[config.mk]
export PLATFORM = sky130hd
export DESIGN_NAME = cardclk_divider
export DESIGN_NICKNAME = d
export VERILOG_FILES = /design/src/rtl/cardclk_pkg.sv /design/src/rtl/ccd_counter.sv /design/src/rtl/ccd_ratio_ctrl.sv /design/src/rtl/ccd_out_mux.sv /design/src/rtl/cardclk_divider.sv
export SDC_FILE = /design/constraint.sdc
export NUM_CORES = 1
export LEC_CHECK = 0
export BUFFER_PORTS_ARGS = -buffer_cell sky130_fd_sc_hd__buf_2
export CORE_AREA = 2 2 39 41
export DETAILED_ROUTE_END_ITERATION = 8
export DIE_AREA = 0 0 41 43
export GPL_ROUTABILITY_DRIVEN = 0
export GPL_TIMING_DRIVEN = 0
export PLACE_DENSITY_LB_ADDON = 0.2
export SYNTH_ARGS = -nofsm -noshare
export SYNTH_HDL_FRONTEND = slang
export SYNTH_SLANG_ARGS = --single-unit
[constraint.sdc]
create_clock -name clk -period 1.25 [get_ports clk]
set_clock_uncertainty 0.2 [all_clocks]
set_input_delay 0.1875 -clock clk [delete_from_list [all_inputs] [get_ports clk]]
set_output_delay 0.1875 -clock clk [all_outputs]
set_load 0.05 [all_outputs]
[src/rtl/cardclk_pkg.sv]
`timescale 1ns/1ps
package cardclk_pkg;

  // Map a requested code onto a divider stage index; codes past the last
  // stage fall back to the slowest ratio.
  function automatic int unsigned code_to_stage(input int unsigned code,
                                                input int unsigned stages);
    return (code > stages) ? stages : code;
  endfunction

endpackage

[src/rtl/ccd_counter.sv]
`timescale 1ns/1ps
module ccd_counter #(
  parameter int STAGES = 2
) (
  input  logic              clk,
  input  logic              rst,
  output logic [STAGES-1:0] cnt_q,
  output logic              align_o
);

  // Counter value one edge before the top stage rises (0111..1).
  localparam logic [STAGES-1:0] PRE_TOP = STAGES'((1 << (STAGES-1)) - 1);

  always_ff @(posedge clk) begin
    if (rst) cnt_q <= '0;
    else     cnt_q <= cnt_q + 1'b1;
  end

  // High during the cycle whose closing edge raises the slowest stage.
  assign align_o = (cnt_q == PRE_TOP);

  a_r2_count_step: assert property (@(posedge clk) disable iff (rst)
    !$past(rst) |-> cnt_q == $past(cnt_q) + 1'b1);

  a_r8_count_clear: assert property (@(posedge clk)
    $past(rst) |-> cnt_q == '0);

endmodule

[src/rtl/ccd_ratio_ctrl.sv]
`timescale 1ns/1ps
module ccd_ratio_ctrl
  import cardclk_pkg::*;
#(
  parameter int STAGES = 2,
  parameter int SEL_W  = 2
) (
  input  logic             clk,
  input  logic             rst,
  input  logic             load_i,
  input  logic [SEL_W-1:0] sel_i,
  input  logic             align_i,
  output logic [SEL_W-1:0] act_q
);

  localparam logic [SEL_W-1:0] TOP_CODE = SEL_W'(STAGES);

  logic [SEL_W-1:0] hold_q;
  logic [SEL_W-1:0] sel_clamped;

  assign sel_clamped = SEL_W'(code_to_stage(int'(sel_i), STAGES));

  always_ff @(posedge clk) begin
    if (rst) begin
      hold_q <= '0;
      act_q  <= '0;
    end else begin
      if (load_i)  hold_q <= sel_clamped;
      if (align_i) act_q  <= hold_q;
    end
  end

  a_r4_act_only_at_align: assert property (@(posedge clk) disable iff (rst)
    !$past(align_i) |-> $stable(act_q));

  a_r6_act_takes_old_hold: assert property (@(posedge clk) disable iff (rst)
    ($past(align_i) && !$past(rst)) |-> act_q == $past(hold_q));

  a_r5_load_capture: assert property (@(posedge clk) disable iff (rst)
    ($past(load_i) && !$past(rst) && $past(sel_i) <= TOP_CODE)
      |-> hold_q == $past(sel_i));

  a_r8_ratio_clear: assert property (@(posedge clk)
    $past(rst) |-> (act_q == '0 && hold_q == '0));

endmodule

[src/rtl/ccd_out_mux.sv]
`timescale 1ns/1ps
module ccd_out_mux #(
  parameter int STAGES = 2,
  parameter int SEL_W  = 2
) (
  input  logic              clk,
  input  logic              rst,
  input  logic [STAGES-1:0] cnt_i,
  input  logic [SEL_W-1:0]  act_i,
  output logic              card_clk
);

  // Tap 0 is the input clock; tap k is divider stage k-1 (ratio 1:2^k).
  logic [STAGES:0] taps;

  assign taps[0] = clk;
  for (genvar k = 1; k <= STAGES; k++) begin : g_tap
    assign taps[k] = cnt_i[k-1];
  end

  assign card_clk = rst ? 1'b0 : taps[act_i];

endmodule

[src/rtl/cardclk_divider.sv]
`timescale 1ns/1ps
module cardclk_divider #(
  parameter  int STAGES = 2,
  localparam int SEL_W  = $clog2(STAGES + 1)
) (
  input  logic             clk,
  input  logic             rst,
  input  logic [SEL_W-1:0] ratio_sel,
  input  logic             ratio_load,
  output logic             card_clk
);

  logic [STAGES-1:0] cnt;
  logic              align;
  logic [SEL_W-1:0]  act;

  ccd_counter #(.STAGES(STAGES)) u_cnt (
    .clk     (clk),
    .rst     (rst),
    .cnt_q   (cnt),
    .align_o (align)
  );

  ccd_ratio_ctrl #(.STAGES(STAGES), .SEL_W(SEL_W)) u_ctrl (
    .clk     (clk),
    .rst     (rst),
    .load_i  (ratio_load),
    .sel_i   (ratio_sel),
    .align_i (align),
    .act_q   (act)
  );

  ccd_out_mux #(.STAGES(STAGES), .SEL_W(SEL_W)) u_mux (
    .clk      (clk),
    .rst      (rst),
    .cnt_i    (cnt),
    .act_i    (act),
    .card_clk (card_clk)
  );

endmodule

==> flow_summary_export.csv, run 1 <==
group,metric,value,unit
sta,period_share,138.6,%
pwr,power_leakage,0.1819,nW
logic_synthesis,post_synth_instance_area,232.7,sq um
floorplanning,die_h,43,um
logic_synthesis,synth.largest_area_cell,"dfxtp_1",
worst_setup_path,worstPathMaxFanout,4,
drt,initialDrtViolationCount,1,
logic_synthesis,synth.avg_cell_area,10.12,sq um
worst_setup_path,critical_path_required,860,ps
grt,first_pass_grt_wire_length,1000,um
floorplanning,floorplan.die.width,41,um
floorplanning,floorplan.initialDensity,16.82,%
grt,overflow,0,
logic_synthesis,yosysUniqueCellTypes,11,
floorplanning,rows,14,
placed_design,dp.cells,44,
logic_synthesis,synthCells,23,
pwr,report.power.total,0.7692,mW
grt,grt_max_degree,7,
logic_synthesis,sequential_fraction_of_the_synthesis_area,51.61,%
sta,worst_hold_slack,280.8,ps
drt,first_pass_iters,4,
worst_setup_path,worst_path_largest_cell_delay,340,ps
run_status,run_status,"finished, violations left",
placed_design,detailedPlacementHpwl,311.8,um
cts,clock_insertion_delay_worst_skew,350,ps
worst_setup_path,sort_of_element_at_the_start_of_the_critical_path,"flop",
final_layout,post-route-util,31.10,%
pwr,vdd.ir_drop.worst,504.1,uV
drt,postRouteWirelength,562,um
final_layout,final_cell_count_no_fill,56,
drt,wl_per_cell,10.04,um
worst_setup_path,path_class,"reg -> out",
final_layout,layout_cells_sized_above_1,47.50,%
logic_synthesis,synth.ff_latch_count,6,
final_layout,num-nets-final,48,
run_status,violations_in_the_final_reports,"setup timing",
worst_setup_path,critPathCaptureType,"output port",
floorplanning,core_region_area,1384,sq um
grt,grt_util_all_layers,10.37,%
sta,rsz0062_at_grt,"true",
logic_synthesis,synth_top_cells_by_area,"dfxtp_1 52%, mux2i_1 13%, nor2_1 8.1%",
sta,slew_at_the_pin_closest_to_its_max_slew_limit,260.1,ps
grt,grt_antenna_before_repair,0,
floorplanning,design.die.area,1763,sq um
grt,vias_in_the_first_global_route,292,
floorplanning,ios,6,
sta,finalSetupViolations,2,
sta,final-hold-violation-count,0,
sta,fin_ws,-482.6,ps
worst_setup_path,slowest_stage,"dfxtp_4",
drt,drc,0,
logic_synthesis,area_share_of_the_largest_cell_type_after_synthesis,51.61,%
sta,max-slew-margin-rel,82.63,%
worst_setup_path,worst_ep_arrival_time,1350,ps
sta,max_clock_freq,0.5772,GHz
sta,slew_viol_final,0,
job,drv_cap,0,
final_layout,area_overhead_of_the_layout_relative_to_synthesis,84.95,%
min_path,hold_path.class,"reg -> reg",
cts,tritoncts,"yes",
logic_synthesis,synth.net_count,29,
worst_setup_path,cp_cell_sequence,"or2b_1 > a211oi_4 > buf_6",
drt,detail_route.vias_per_cell,3.964,
placed_design,portBuffers,5,
logic_synthesis,synth.yosys.warnings,0,
cts,cts.clk_slew.worst_paths,40,ps
pwr,cellPowerDensity,1787,nW/um^2
final_layout,antenna-diode-count,0,
drt,post_detailed_route_count_of_antenna_violating_nets,0,
sta,finalWorstPathRequiredPeriod,1733,ps
drt,vias,222,
-- timing repair --
action                     CTS  global route
setup endpoints to repair    2             4
hold buffers                 4             0
gates resized for setup      5             3
hold endpoints to repair     6             0
buffers inserted             3             0
pin swaps                    2             0
-- cells in the mapped netlist, drive strengths merged --
cell / instances
nand2b: 1
a21oi: 1
nand3b: 1
dfxtp: 6
a211oi: 2
inv: 1
mux2i: 3
ha: 1
nor2: 5
nor2b: 1
or2b: 1
-- kinds of logic after synthesis --
group	Yosys count	synth area share, %
compound gates	3	8.598
fa+ha+maj	1	5.375
buf+inv	1	1.611
flops	6	51.61
mux	3	12.90
simple gates	9	19.90
-- through the flow --
stage / instance area [sq um] / worst slack, ps / TNS, ps
after floorplan: 252.7 / -230.0 / -230.0
after detailed placement: 297.8 / -361.0 / -361.0
after global routing: 430.4 / -529.7 / -529.7
final: 430.4 / -482.6 / -482.6
after CTS: 414.1 / -475.6 / -475.6
after global placement: 297.8 / -361.0 / -361.0
-- layer usage --
metal	up-vias	part of all wire, %	global-route usage, %
li1	113	-	-
met1	102	36	7.468
met2	5	54	12.19
met3	2	6.6	8.377
met4	0	3.0	16.67
met5	-	0	0
-- where the power goes --
| group | leakage, nW | switching (mW) | internal [mW] | total (mW) |
|---|---|---|---|---|
| Sequential | 0.0502 | 0.00725 | 0.202 | 0.209 |
| Clock | 0.0424 | 0.201 | 0.298 | 0.500 |
| Combinational | 0.0893 | 0.0247 | 0.0357 | 0.0605 |
-- path summary, 6_finish.rpt --
| check | slack (ps) | end | cells past startpoint | startpoint |
|---|---|---|---|---|
| setup reg to reg | 110 | u_ctrl.act_q[1]$_SDFFE_PP0N_ | 4 | u_cnt.cnt_q[0]$_SDFF_PP0_ |
| setup / recovery | -480 | card_clk | 3 | u_ctrl.act_q[1]$_SDFFE_PP0N_ |
| hold reg to reg | 280 | u_ctrl.hold_q[0]$_SDFFE_PP0P_ | 2 | u_ctrl.hold_q[0]$_SDFFE_PP0P_ |
| hold / removal | 280 | u_ctrl.hold_q[0]$_SDFFE_PP0P_ | 2 | u_ctrl.hold_q[0]$_SDFFE_PP0P_ |
-- flip-flops by register name, indices dropped and copies added, names as in the netlist --
| signal | count |
|---|---|
| u_cnt.cnt_q | 2 |
| u_ctrl.act_q | 2 |
| u_ctrl.hold_q | 2 |
-- critical path, delay by kind of cell (launching register included) --
family	cells	cell delay, ps
flops	1	340
simple gates	1	250
compound gates	1	220
buf+inv	1	190
-- area by class of cell --
type                            instances  area [sq um]
Fill cell                             149         953.4
Multi-Input combinational cell         16         146.4
Clock buffer                            6         48.80
Tap cell                               16         20.02
Inverter                                1         3.754
Timing Repair Buffer                   11         86.33
Sequential cell                         6         125.1
-- layout by cell type (no fill, tap or decap), drive strengths merged --
master       synthesis  final
clkbuf               0      5
nor2                 5      5
nand3b               1      1
mux2i                3      3
dlygate4sd3          0      4
nor2b                1      1
ha                   1      1
nand2b               1      1
a211oi               2      2
or2b                 1      1
a21oi                1      1
buf                  0      8
dfxtp                6      6
inv                  1      1
(Power assumes the default switching activity.)
==> run 2, diff against run 1 <==
- clock period: 1.25 -> 1.64 ns (I/O delays scaled with it)
==> run 2 against run 1 <==
Net effect: the flow still finishes with violations (setup timing); critical path type is now clk -> out; power is 18% lower; global-route usage is 3.2 points lower; clock power is 14% lower; combinational power is 40% lower; non-clock buffer count is 2 lower.
==> flow_summary_export.csv, run 2 (same netlist as run 1, synthesis figures left out) <==
group,metric,value,unit
drt,initialDrtViolationCount,2,
cts,tritoncts,"yes",
final_layout,antenna-diode-count,0,
drt,post_detailed_route_count_of_antenna_violating_nets,0,
floorplanning,floorplan.initialDensity,16.82,%
cts,clock_insertion_delay_worst_skew,340,ps
pwr,vdd.ir_drop.worst,582.8,uV
drt,postRouteWirelength,490,um
pwr,report.power.total,0.6275,mW
grt,grt_util_all_layers,7.164,%
sta,final-hold-violation-count,0,
worst_setup_path,worstPathMaxFanout,2,
floorplanning,core_region_area,1384,sq um
placed_design,preCtsSetupSlack,-189.1,ps
grt,first_pass_grt_wire_length,717,um
cts,cts.clk_slew.worst_paths,40,ps
worst_setup_path,cp_common_cell,"a211oi_4",
sta,finalSetupViolations,2,
worst_setup_path,critPathCaptureType,"output port",
job,drv_cap,0,
floorplanning,die_h,43,um
pwr,cellPowerDensity,1520,nW/um^2
sta,rsz0062_at_grt,"true",
grt,grt_antenna_before_repair,0,
worst_setup_path,critical_path_required,1190,ps
final_layout,post-route-util,29.84,%
floorplanning,ios,6,
placed_design,portBuffers,5,
drt,vias,202,
run_status,run_status,"finished, violations left",
sta,slew_at_the_pin_closest_to_its_max_slew_limit,232.1,ps
final_layout,top_library_cells_by_usage_in_the_layout_fill_and_taps_aside,"5 x nor2_1, 5 x dfxtp_1, 4 x clkbuf_4, 4 x dlygate4sd3_1, 4 x buf_2",
worst_setup_path,cp_top_family,"buffers and inverters",
sta,fin_tns_setup,-241.1,ps
worst_setup_path,worst_ep_arrival_time,1440,ps
final_layout,largestRegisters,"u_cnt.cnt_q: 2 flops, u_ctrl.act_q: 2 flops, u_ctrl.hold_q: 2 flops",
floorplanning,floorplan.die.width,41,um
floorplanning,rows,14,
worst_setup_path,path_class,"clk -> out",
grt,overflow,0,
sta,fin_ws,-241.1,ps
sta,slew_viol_final,0,
placed_design,detailedPlacementHpwl,318.5,um
final_layout,num-nets-final,46,
final_layout,area_overhead_of_the_layout_relative_to_synthesis,77.42,%
drt,detail_route.vias_per_cell,3.741,
grt,grt_max_degree,7,
min_path,hold_path.class,"reg -> reg",
drt,drc,0,
run_status,violations_in_the_final_reports,"setup timing",
drt,wl_per_cell,9.074,um
worst_setup_path,slowest_stage,"a211oi_4",
grt,vias_in_the_first_global_route,216,
sta,max-slew-margin-rel,84.50,%
worst_setup_path,worst_path_largest_cell_delay,190,ps
final_layout,layout_cells_sized_above_1,39.47,%
drt,first_pass_iters,2,
worst_setup_path,cp_cell_sequence,"buf_8 > nor2b_4 > a211oi_4 > a211oi_4 > buf_6",
pwr,power_leakage,0.1747,nW
worst_setup_path,critical_path_buf_inv_count,2,
worst_setup_path,sort_of_element_at_the_start_of_the_critical_path,"clock port",
sta,worst_hold_slack,245.4,ps
floorplanning,design.die.area,1763,sq um
[run 2: changes by cell type in the layout (fill, tap and decap cells not counted)]
cell / delta
a211oi_4: +1
buf_4: -1
ha_1: +1
a211oi_2: -1
dfxtp_2: -1
dfxtp_1: +1
ha_4: -1
buf_8: +1
clkbuf_4: -1
buf_6: -1
[run 2: cell type report]
class	count	area, sq um
multi-input cells	16	141.4
repair buffers	9	67.56
inverters	1	3.754
flip-flops and latches	6	123.9
fillers	146	970.9
clock buffers	6	56.30
well taps	16	20.02
[run 2: routing by layer]
layer / GRT usage (%) / routed length [um]
met1: 7.190 / 195
met3: 2.094 / 16
met5: 0 / 0
met2: 7.187 / 262
met4: 14.67 / 16
[run 2: worst paths after layout]
check             slack [ps]                       from  depth (start not counted)                           end
setup / recovery        -240                        clk                          5                      card_clk
hold / removal           250  u_cnt.cnt_q[0]$_SDFF_PP0_                          1     u_cnt.cnt_q[0]$_SDFF_PP0_
setup reg to reg         460  u_cnt.cnt_q[1]$_SDFF_PP0_                          4  u_ctrl.act_q[1]$_SDFFE_PP0N_
hold reg to reg          250  u_cnt.cnt_q[0]$_SDFF_PP0_                          1     u_cnt.cnt_q[0]$_SDFF_PP0_
[run 2: repair_timing]
action	4_1_cts	5_1_grt
gates resized for setup	5	2
hold buffers	5	0
setup endpoints to repair	2	3
setup buffers	1	0
pin swaps	2	2
hold endpoints to repair	6	0
[run 2: where the power goes]
group,internal [mW],switching (mW),total [mW]
clock network,0.271,0.159,0.431
registers,0.154,0.00723,0.161
logic,0.0207,0.0153,0.0360
total,0.446,0.182,0.628
[run 2: through the flow]
stage,instances,area [sq um]
finish,54,412.9
global placement,44,302.8
floorplan,23,257.7
global route,54,412.9
CTS,55,414.1
detailed placement,44,302.8
